`src/rtl/fbs_pkg.sv`:
```
// Shared definitions for the scan-out block: register selection and
// control bit positions. Assumes a two-register map.
package fbs_pkg;
    typedef enum logic {
        SEL_BASE = 1'b0,
        SEL_CTRL = 1'b1
    } fbs_sel_e;

    localparam int CTRL_EN_BIT  = 0;
    localparam int CTRL_ROT_BIT = 1;
    localparam int CTRL_W       = 2;
endpackage

```
`src/rtl/fbs_regs.sv`:
```
// Register slave with per-frame working copy.
// Holds the base word and the control bits written by software. Copies
// them into a working set on frame_start. Assumes frame_start is a
// single-cycle pulse given while no pixel is active.
module fbs_regs
    import fbs_pkg::*;
#(
    parameter int DATA_W    = 32,
    parameter int BASE_KEEP = 11
) (
    input  logic                 clk,
    input  logic                 rst_n,
    input  logic                 wr_en,
    input  fbs_sel_e             sel,
    input  logic [DATA_W-1:0]    wr_data,
    output logic [DATA_W-1:0]    rd_data,
    input  logic                 frame_start,
    output logic                 act_en,
    output logic                 act_rot,
    output logic [BASE_KEEP-1:0] act_base_hi
);
    logic [DATA_W-1:0] base_q;
    logic [CTRL_W-1:0] ctrl_q;

    // Software-visible registers.
    always_ff @(posedge clk) begin
        if (!rst_n) begin
            base_q <= '0;
            ctrl_q <= '0;
        end else if (wr_en) begin
            if (sel == SEL_BASE) base_q <= wr_data;
            else                 ctrl_q <= wr_data[CTRL_W-1:0];
        end
    end

    // Read mux: the base comes back whole, control zero-extended.
    always_comb begin
        if (sel == SEL_BASE) rd_data = base_q;
        else                 rd_data = {{(DATA_W-CTRL_W){1'b0}}, ctrl_q};
    end

    // Working copy, refreshed only at frame start.
    always_ff @(posedge clk) begin
        if (!rst_n) begin
            act_en      <= 1'b0;
            act_rot     <= 1'b0;
            act_base_hi <= '0;
        end else if (frame_start) begin
            act_en      <= ctrl_q[CTRL_EN_BIT];
            act_rot     <= ctrl_q[CTRL_ROT_BIT];
            act_base_hi <= base_q[DATA_W-1 -: BASE_KEEP];
        end
    end
endmodule

```
`src/rtl/fbs_addr_gen.sv`:
```
// Request and address generator.
// Qualifies each presented coordinate against the visible window and the
// working enable. Mirrors the coordinate when rotating. Registers a word
// address {base_hi, row, column}. Assumes the row stride is 2**X_W words.
module fbs_addr_gen #(
    parameter int X_ACT     = 640,
    parameter int Y_ACT     = 480,
    parameter int X_W       = 10,
    parameter int Y_W       = 9,
    parameter int BASE_KEEP = 11,
    parameter bit ROT_EN    = 1'b1
) (
    input  logic                           clk,
    input  logic                           rst_n,
    input  logic                           px_active,
    input  logic [X_W-1:0]                 px_x,
    input  logic [Y_W-1:0]                 px_y,
    input  logic                           en,
    input  logic                           rot,
    input  logic [BASE_KEEP-1:0]           base_hi,
    output logic                           req,
    output logic [BASE_KEEP+Y_W+X_W-1:0]   addr
);
    localparam logic [X_W-1:0] X_LAST = X_W'(X_ACT - 1);
    localparam logic [Y_W-1:0] Y_LAST = Y_W'(Y_ACT - 1);
    localparam logic [X_W-1:0] X_LIM  = X_W'(X_ACT);
    localparam logic [Y_W-1:0] Y_LIM  = Y_W'(Y_ACT);

    logic           in_win;
    logic [X_W-1:0] sx;
    logic [Y_W-1:0] sy;

    // Window and enable qualification.
    assign in_win = px_active && en && (px_x < X_LIM) && (px_y < Y_LIM);

    // Scan-order selection: mirror both axes when rotation is built in and on.
    generate
        if (ROT_EN) begin : g_rot
            always_comb begin
                if (rot) begin
                    sx = X_LAST - px_x;
                    sy = Y_LAST - px_y;
                end else begin
                    sx = px_x;
                    sy = px_y;
                end
            end
        end else begin : g_norot
            always_comb begin
                sx = px_x;
                sy = px_y;
            end
        end
    endgenerate

    // Registered request and address.
    always_ff @(posedge clk) begin
        if (!rst_n) begin
            req  <= 1'b0;
            addr <= '0;
        end else begin
            req <= in_win;
            if (in_win) addr <= {base_hi, sy, sx};
        end
    end
endmodule

```
`src/rtl/fbs_unpack.sv`:
```
// Pixel unpacker.
// Splits a returned word into three colour channels and blanks them when
// no word is returned. Assumes the channels are packed below the top byte,
// red highest.
module fbs_unpack #(
    parameter int DATA_W = 32,
    parameter int CH_W   = 8
) (
    input  logic              clk,
    input  logic              rst_n,
    input  logic              rvalid,
    input  logic [DATA_W-1:0] rdata,
    output logic              de,
    output logic [CH_W-1:0]   red,
    output logic [CH_W-1:0]   green,
    output logic [CH_W-1:0]   blue
);
    // Register the channels, or zeros when no word arrives.
    always_ff @(posedge clk) begin
        if (!rst_n || !rvalid) begin
            de    <= 1'b0;
            red   <= '0;
            green <= '0;
            blue  <= '0;
        end else begin
            de    <= 1'b1;
            red   <= rdata[3*CH_W-1 -: CH_W];
            green <= rdata[2*CH_W-1 -: CH_W];
            blue  <= rdata[CH_W-1 -: CH_W];
        end
    end
endmodule

```
`src/rtl/fbs_scanout.sv`:
```
// Scan-out top level.
// Ties the register slave, the address generator and the unpacker
// together. Assumes an external timing source and a memory that flags
// returned words with mem_rvalid.
module fbs_scanout
    import fbs_pkg::*;
#(
    parameter int DATA_W    = 32,
    parameter int REG_AW    = 3,
    parameter int X_ACT     = 640,
    parameter int Y_ACT     = 480,
    parameter int X_W       = 10,
    parameter int Y_W       = 9,
    parameter int BASE_KEEP = 11,
    parameter int CH_W      = 8,
    parameter int MEM_AW    = BASE_KEEP + Y_W + X_W
) (
    input  logic              clk,
    input  logic              rst_n,
    input  logic              reg_we,
    input  logic [REG_AW-1:0] reg_addr,
    input  logic [DATA_W-1:0] reg_wdata,
    output logic [DATA_W-1:0] reg_rdata,
    input  logic              frame_start,
    input  logic              px_active,
    input  logic [X_W-1:0]    px_x,
    input  logic [Y_W-1:0]    px_y,
    output logic              mem_req,
    output logic [MEM_AW-1:0] mem_addr,
    input  logic              mem_rvalid,
    input  logic [DATA_W-1:0] mem_rdata,
    output logic              pix_de,
    output logic [CH_W-1:0]   pix_red,
    output logic [CH_W-1:0]   pix_green,
    output logic [CH_W-1:0]   pix_blue
);
    localparam int SEL_BIT = 2;

    fbs_sel_e             sel;
    logic                 act_en;
    logic                 act_rot;
    logic [BASE_KEEP-1:0] act_base_hi;

    // Word-sized registers: byte offset bit 2 picks one.
    assign sel = fbs_sel_e'(reg_addr[SEL_BIT]);

    fbs_regs #(.DATA_W(DATA_W), .BASE_KEEP(BASE_KEEP)) u_regs (
        .clk(clk), .rst_n(rst_n), .wr_en(reg_we), .sel(sel),
        .wr_data(reg_wdata), .rd_data(reg_rdata), .frame_start(frame_start),
        .act_en(act_en), .act_rot(act_rot), .act_base_hi(act_base_hi)
    );

    fbs_addr_gen #(
        .X_ACT(X_ACT), .Y_ACT(Y_ACT), .X_W(X_W), .Y_W(Y_W),
        .BASE_KEEP(BASE_KEEP), .ROT_EN(1'b1)
    ) u_addr (
        .clk(clk), .rst_n(rst_n), .px_active(px_active), .px_x(px_x),
        .px_y(px_y), .en(act_en), .rot(act_rot), .base_hi(act_base_hi),
        .req(mem_req), .addr(mem_addr)
    );

    fbs_unpack #(.DATA_W(DATA_W), .CH_W(CH_W)) u_unpack (
        .clk(clk), .rst_n(rst_n), .rvalid(mem_rvalid), .rdata(mem_rdata),
        .de(pix_de), .red(pix_red), .green(pix_green), .blue(pix_blue)
    );
endmodule

```
`config.mk`:
```
export PLATFORM = sky130hd
export DESIGN_NAME = fbs_scanout
export DESIGN_NICKNAME = d
export VERILOG_FILES = /design/src/rtl/fbs_pkg.sv /design/src/rtl/fbs_regs.sv /design/src/rtl/fbs_addr_gen.sv /design/src/rtl/fbs_unpack.sv /design/src/rtl/fbs_scanout.sv
export SDC_FILE = /design/constraint.sdc
export NUM_CORES = 1
export LEC_CHECK = 0
export BUFFER_PORTS_ARGS = -buffer_cell sky130_fd_sc_hd__clkbuf_2
export CORE_MARGIN = 3
export CORE_UTILIZATION = 47
export DETAILED_ROUTE_END_ITERATION = 16
export PLACE_DENSITY_LB_ADDON = 0.1
export SKIP_CTS_REPAIR_TIMING = 1
export SYNTH_ARGS = -nofsm -noshare
export SYNTH_HDL_FRONTEND = slang
export SYNTH_SLANG_ARGS = --single-unit
export TNS_END_PERCENT = 20
```
`constraint.sdc`:
```
create_clock -name clk -period 1.6 [get_ports clk]
set_input_delay 0.08 -clock clk [delete_from_list [all_inputs] [get_ports clk]]
set_output_delay 0.08 -clock clk [all_outputs]
set_load 0.01 [all_outputs]
```
==> key figures <==
Synth
  – Post-synthesis sequential area ratio: 50.72%
  – Yosys warns: 0
  – Most frequent cells after synthesis: 103 x dfxtp_1, 94 x nand2_1, 34 x a21oi_1, 32 x nor2b_1, 28 x mux2i_1
  – Post-synth net total: 529
  – Unique masters post-synth: 28
  – Syn avg cell area: 9.367 um2
  – Top-count cell post-synth: dfxtp_1
  – Synth Instances: 434
  – Number of synthesized flops with an enable pin: 0
  – Most used DFF post-synth: dfxtp_1
  – Most area-consuming cells after synthesis: dfxtp_1 51%, nand2_1 8.7%, mux2i_1 6.9%
  – Synthesized area: 4065 um2
  – Async SR Flop Fraction: 0%
  – Yosys top cell by area: dfxtp_1
  – Yosys reg bits: 103
  – Fraction of synthesized cell area taken by the top area cell type: 50.72%

GRT
  – Antenna violations before repair: 0
  – Number of global-route vias before repair: between 3000 and 4000
  – First-pass GRT wire length: 15.83 mm
  – Largest net degree at the start of global routing: 40
  – Grt ovf: 0
  – Total global-route track usage: 19.57%

Clock tree
  – Clk buf depth: 2
  – CTS H-tree depth: 3
  – Clk_lat worst skew: 0.36 ns
  – Clock Tree Root: clkbuf_8
  – Clk sink count: 103
  – CTS clk-pin slew, worst paths: 0.10 ns
  – Num CTS Buffers: 9
  – TritonCTS clock tree: done

Outcome
  – Failing checks: negative hold slack
  – Status: finished with violations

Worst setup path
  – R2r setup slk: 0.40 ns
  – Reg-to-reg endpoint: u_addr.addr[7]
  – Maximum fanout along the worst path: 28
  – Reg2Reg Depth: 4
  – Critical path type: input pin to primary output
  – Worst path arrival time: 1.13 ns
  – End point of the critical path: reg_rdata[0]
  – Required @ worst endpoint: 1.52 ns
  – Critical R2R Launch: u_regs.act_en
  – CP Capture Type: primary output
  – CP Launch Type: input pin
  – Worst setup path startpoint: reg_addr[2]

Timing
  – Final Cycle Share: 75.50%
  – Final Setup Violations: 0
  – Unrepaired setup endpoints after global routing: no
  – Crit path time final: 1.208 ns
  – Max frequency: ~830 MHz
  – Worst hold slack: -0.006140 ns
  – Max-slew violation count: 0
  – Rel. slew slack: between 70% and 80%
  – Final hold viol count: 1
  – Final worst slack: 0.3920 ns
  – Max Clock Skew: 0.007151 ns
  – Worst Max-Slew Pin Slew: 0.4120 ns
  – Post-Route Setup TNS: 0 ns

Drt
  – Drt initial violations: 70
  – Antenna Violating Nets Remaining: 0
  – Via-per-instance ratio: 4.858
  – DRT Wirelength: 10.58 mm
  – Initial DRT Pass Iterations: 4
  – Routed len/inst: 14.00 um
  – DRC: 0
  – Vias: 3673

Floorplanning
  – Core Box Area: approximately 8300 um2
  – Die Span X: ~99 um
  – Die height: 99 um
  – I/O Pins: 180
  – Num rows: 33
  – Starting density of the core: 48.98%
  – Die area: 9801 um2

Final layout
  – Diode count: 0
  – Total Nets Final: approximately 740
  – Fill cell count: 661
  – Cell area after layout: 5742 um2
  – Fraction of layout cells with a size suffix above 1: approximately a third
  – Synth-to-Final Area Change: 41.24%

Hold path
  – Worst Hold Class: input pin to flip-flop
  – Hold path depth: 3

Place
  – DP Area: around 5000 um2
  – HPWL after detailed placement: 6.917 mm
  – Dpl ws: 0.3648 ns
  – RD Place Congestion: between 0.7 and 0.8
  – Port bufs: 169

Power
  – Power Total: 0.004858 W
  – Worst vdd ir: 480.1 uV
  – Cell area power density: 846.0 nW/um2
  – P_leak: 2.592 nW

Job
  – Total of max-cap violations: 0
## logic make-up (layout without fill, tap and decap cells)
| group | after synthesis | in the layout | synth area share [%] |
|---|---|---|---|
| flip-flops | 103 | 103 | 50.72 |
| AO/OA/AOI/OAI | 70 | 70 | 12.59 |
| adder cells (fa/ha/maj) | 3 | 3 | 0.9235 |
| multiplexers | 30 | 30 | 7.448 |
| AND/OR/NAND/NOR | 173 | 173 | 20.25 |
| XOR/XNOR | 14 | 14 | 3.016 |
| buffers and inverters | 41 | 258 | 5.047 |
## area by class of cell
type	instances	area, um2	area share [%]
multi-input cells	290	1802	31.38
clock buffers	10	127.6	2.223
inverters	4	15.01	0.2615
clock inverters	6	62.56	1.090
well taps	105	131.4	2.288
repair buffers	238	1541	26.85
flip-flops and latches	103	2062	35.91
## power breakdown
part	internal, W	switching [W]	total (W)
Clock	0.000612	0.000956	0.00157
Combinational	0.000315	0.000298	0.000613
Sequential	0.00264	0.0000369	0.00268
## layer usage
| metal | global-route usage, % | up-vias | part of all wire, % | wire [um] |
|---|---|---|---|---|
| met2 | 31.77 | 116 | 48 | 5033 |
| met5 | 0 | - | 0 | 0 |
| met3 | 5.379 | 10 | 6.2 | 654 |
| met4 | 5.357 | 0 | 1.0 | 106 |
| met1 | 25.67 | 1678 | 45 | 4790 |
| li1 | - | 1869 | - | - |
## worst min-delay path by stage
| stage | startpoint | slack (ns) | endpoint |
|---|---|---|---|
| 3_3_place_gp | reg_wdata[25] | 0.30 | u_regs.base_q[25] |
| 4_1_cts | reg_wdata[23] | -0.1 | u_regs.base_q[23] |
| 3_5_place_dp | reg_wdata[16] | 0.31 | u_regs.base_q[16] |
| 5_1_grt | reg_we | 0.005 | u_regs.ctrl_q[1] |
| 6_report | px_y[5] | -0.006 | u_addr.addr[15] |
| 2_1_floorplan | reg_wdata[10] | 0.22 | u_regs.base_q[10] |
## state kept, by name, summed over array words and instances, names as in the netlist
| signal | cells |
|---|---|
| u_regs.act_base_hi | 11 |
| u_addr.addr | 30 |
| u_unpack.green | 8 |
| u_regs.act_rot | 1 |
| u_unpack.de | 1 |
| u_unpack.red | 8 |
| u_addr.req | 1 |
| u_regs.base_q | 32 |
| u_regs.act_en | 1 |
| u_unpack.blue | 8 |
| u_regs.ctrl_q | 2 |
## metrics by stage
step                      cells  utilization (%)  hold slack [ns]
after floorplan             434                -           0.2160
after global placement      684            60.14           0.3030
after detailed placement    684            60.14           0.3096
after CTS                   700            62.43         -0.09579
after global routing        756            69.18         0.004991
final                       756            69.18        -0.006140
## placed cells by master, fill, tap and decap left out, types with 16 or more instances in the layout
master	count
clkbuf_2	169
dfxtp_1	103
nand2_1	94
dlygate4sd3_1	56
a21oi_1	34
nor2b_1	31
mux2i_1	28
and3_1	24
a31oi_1	17
a211oi_2	16
## critical path, cell delays in order
cell and delay [ns]:
clkbuf_2 0.20, buf_4 0.33, mux2_2 0.38, clkbuf_2 0.13
Note: power is estimated with default switching activity, not from simulation.
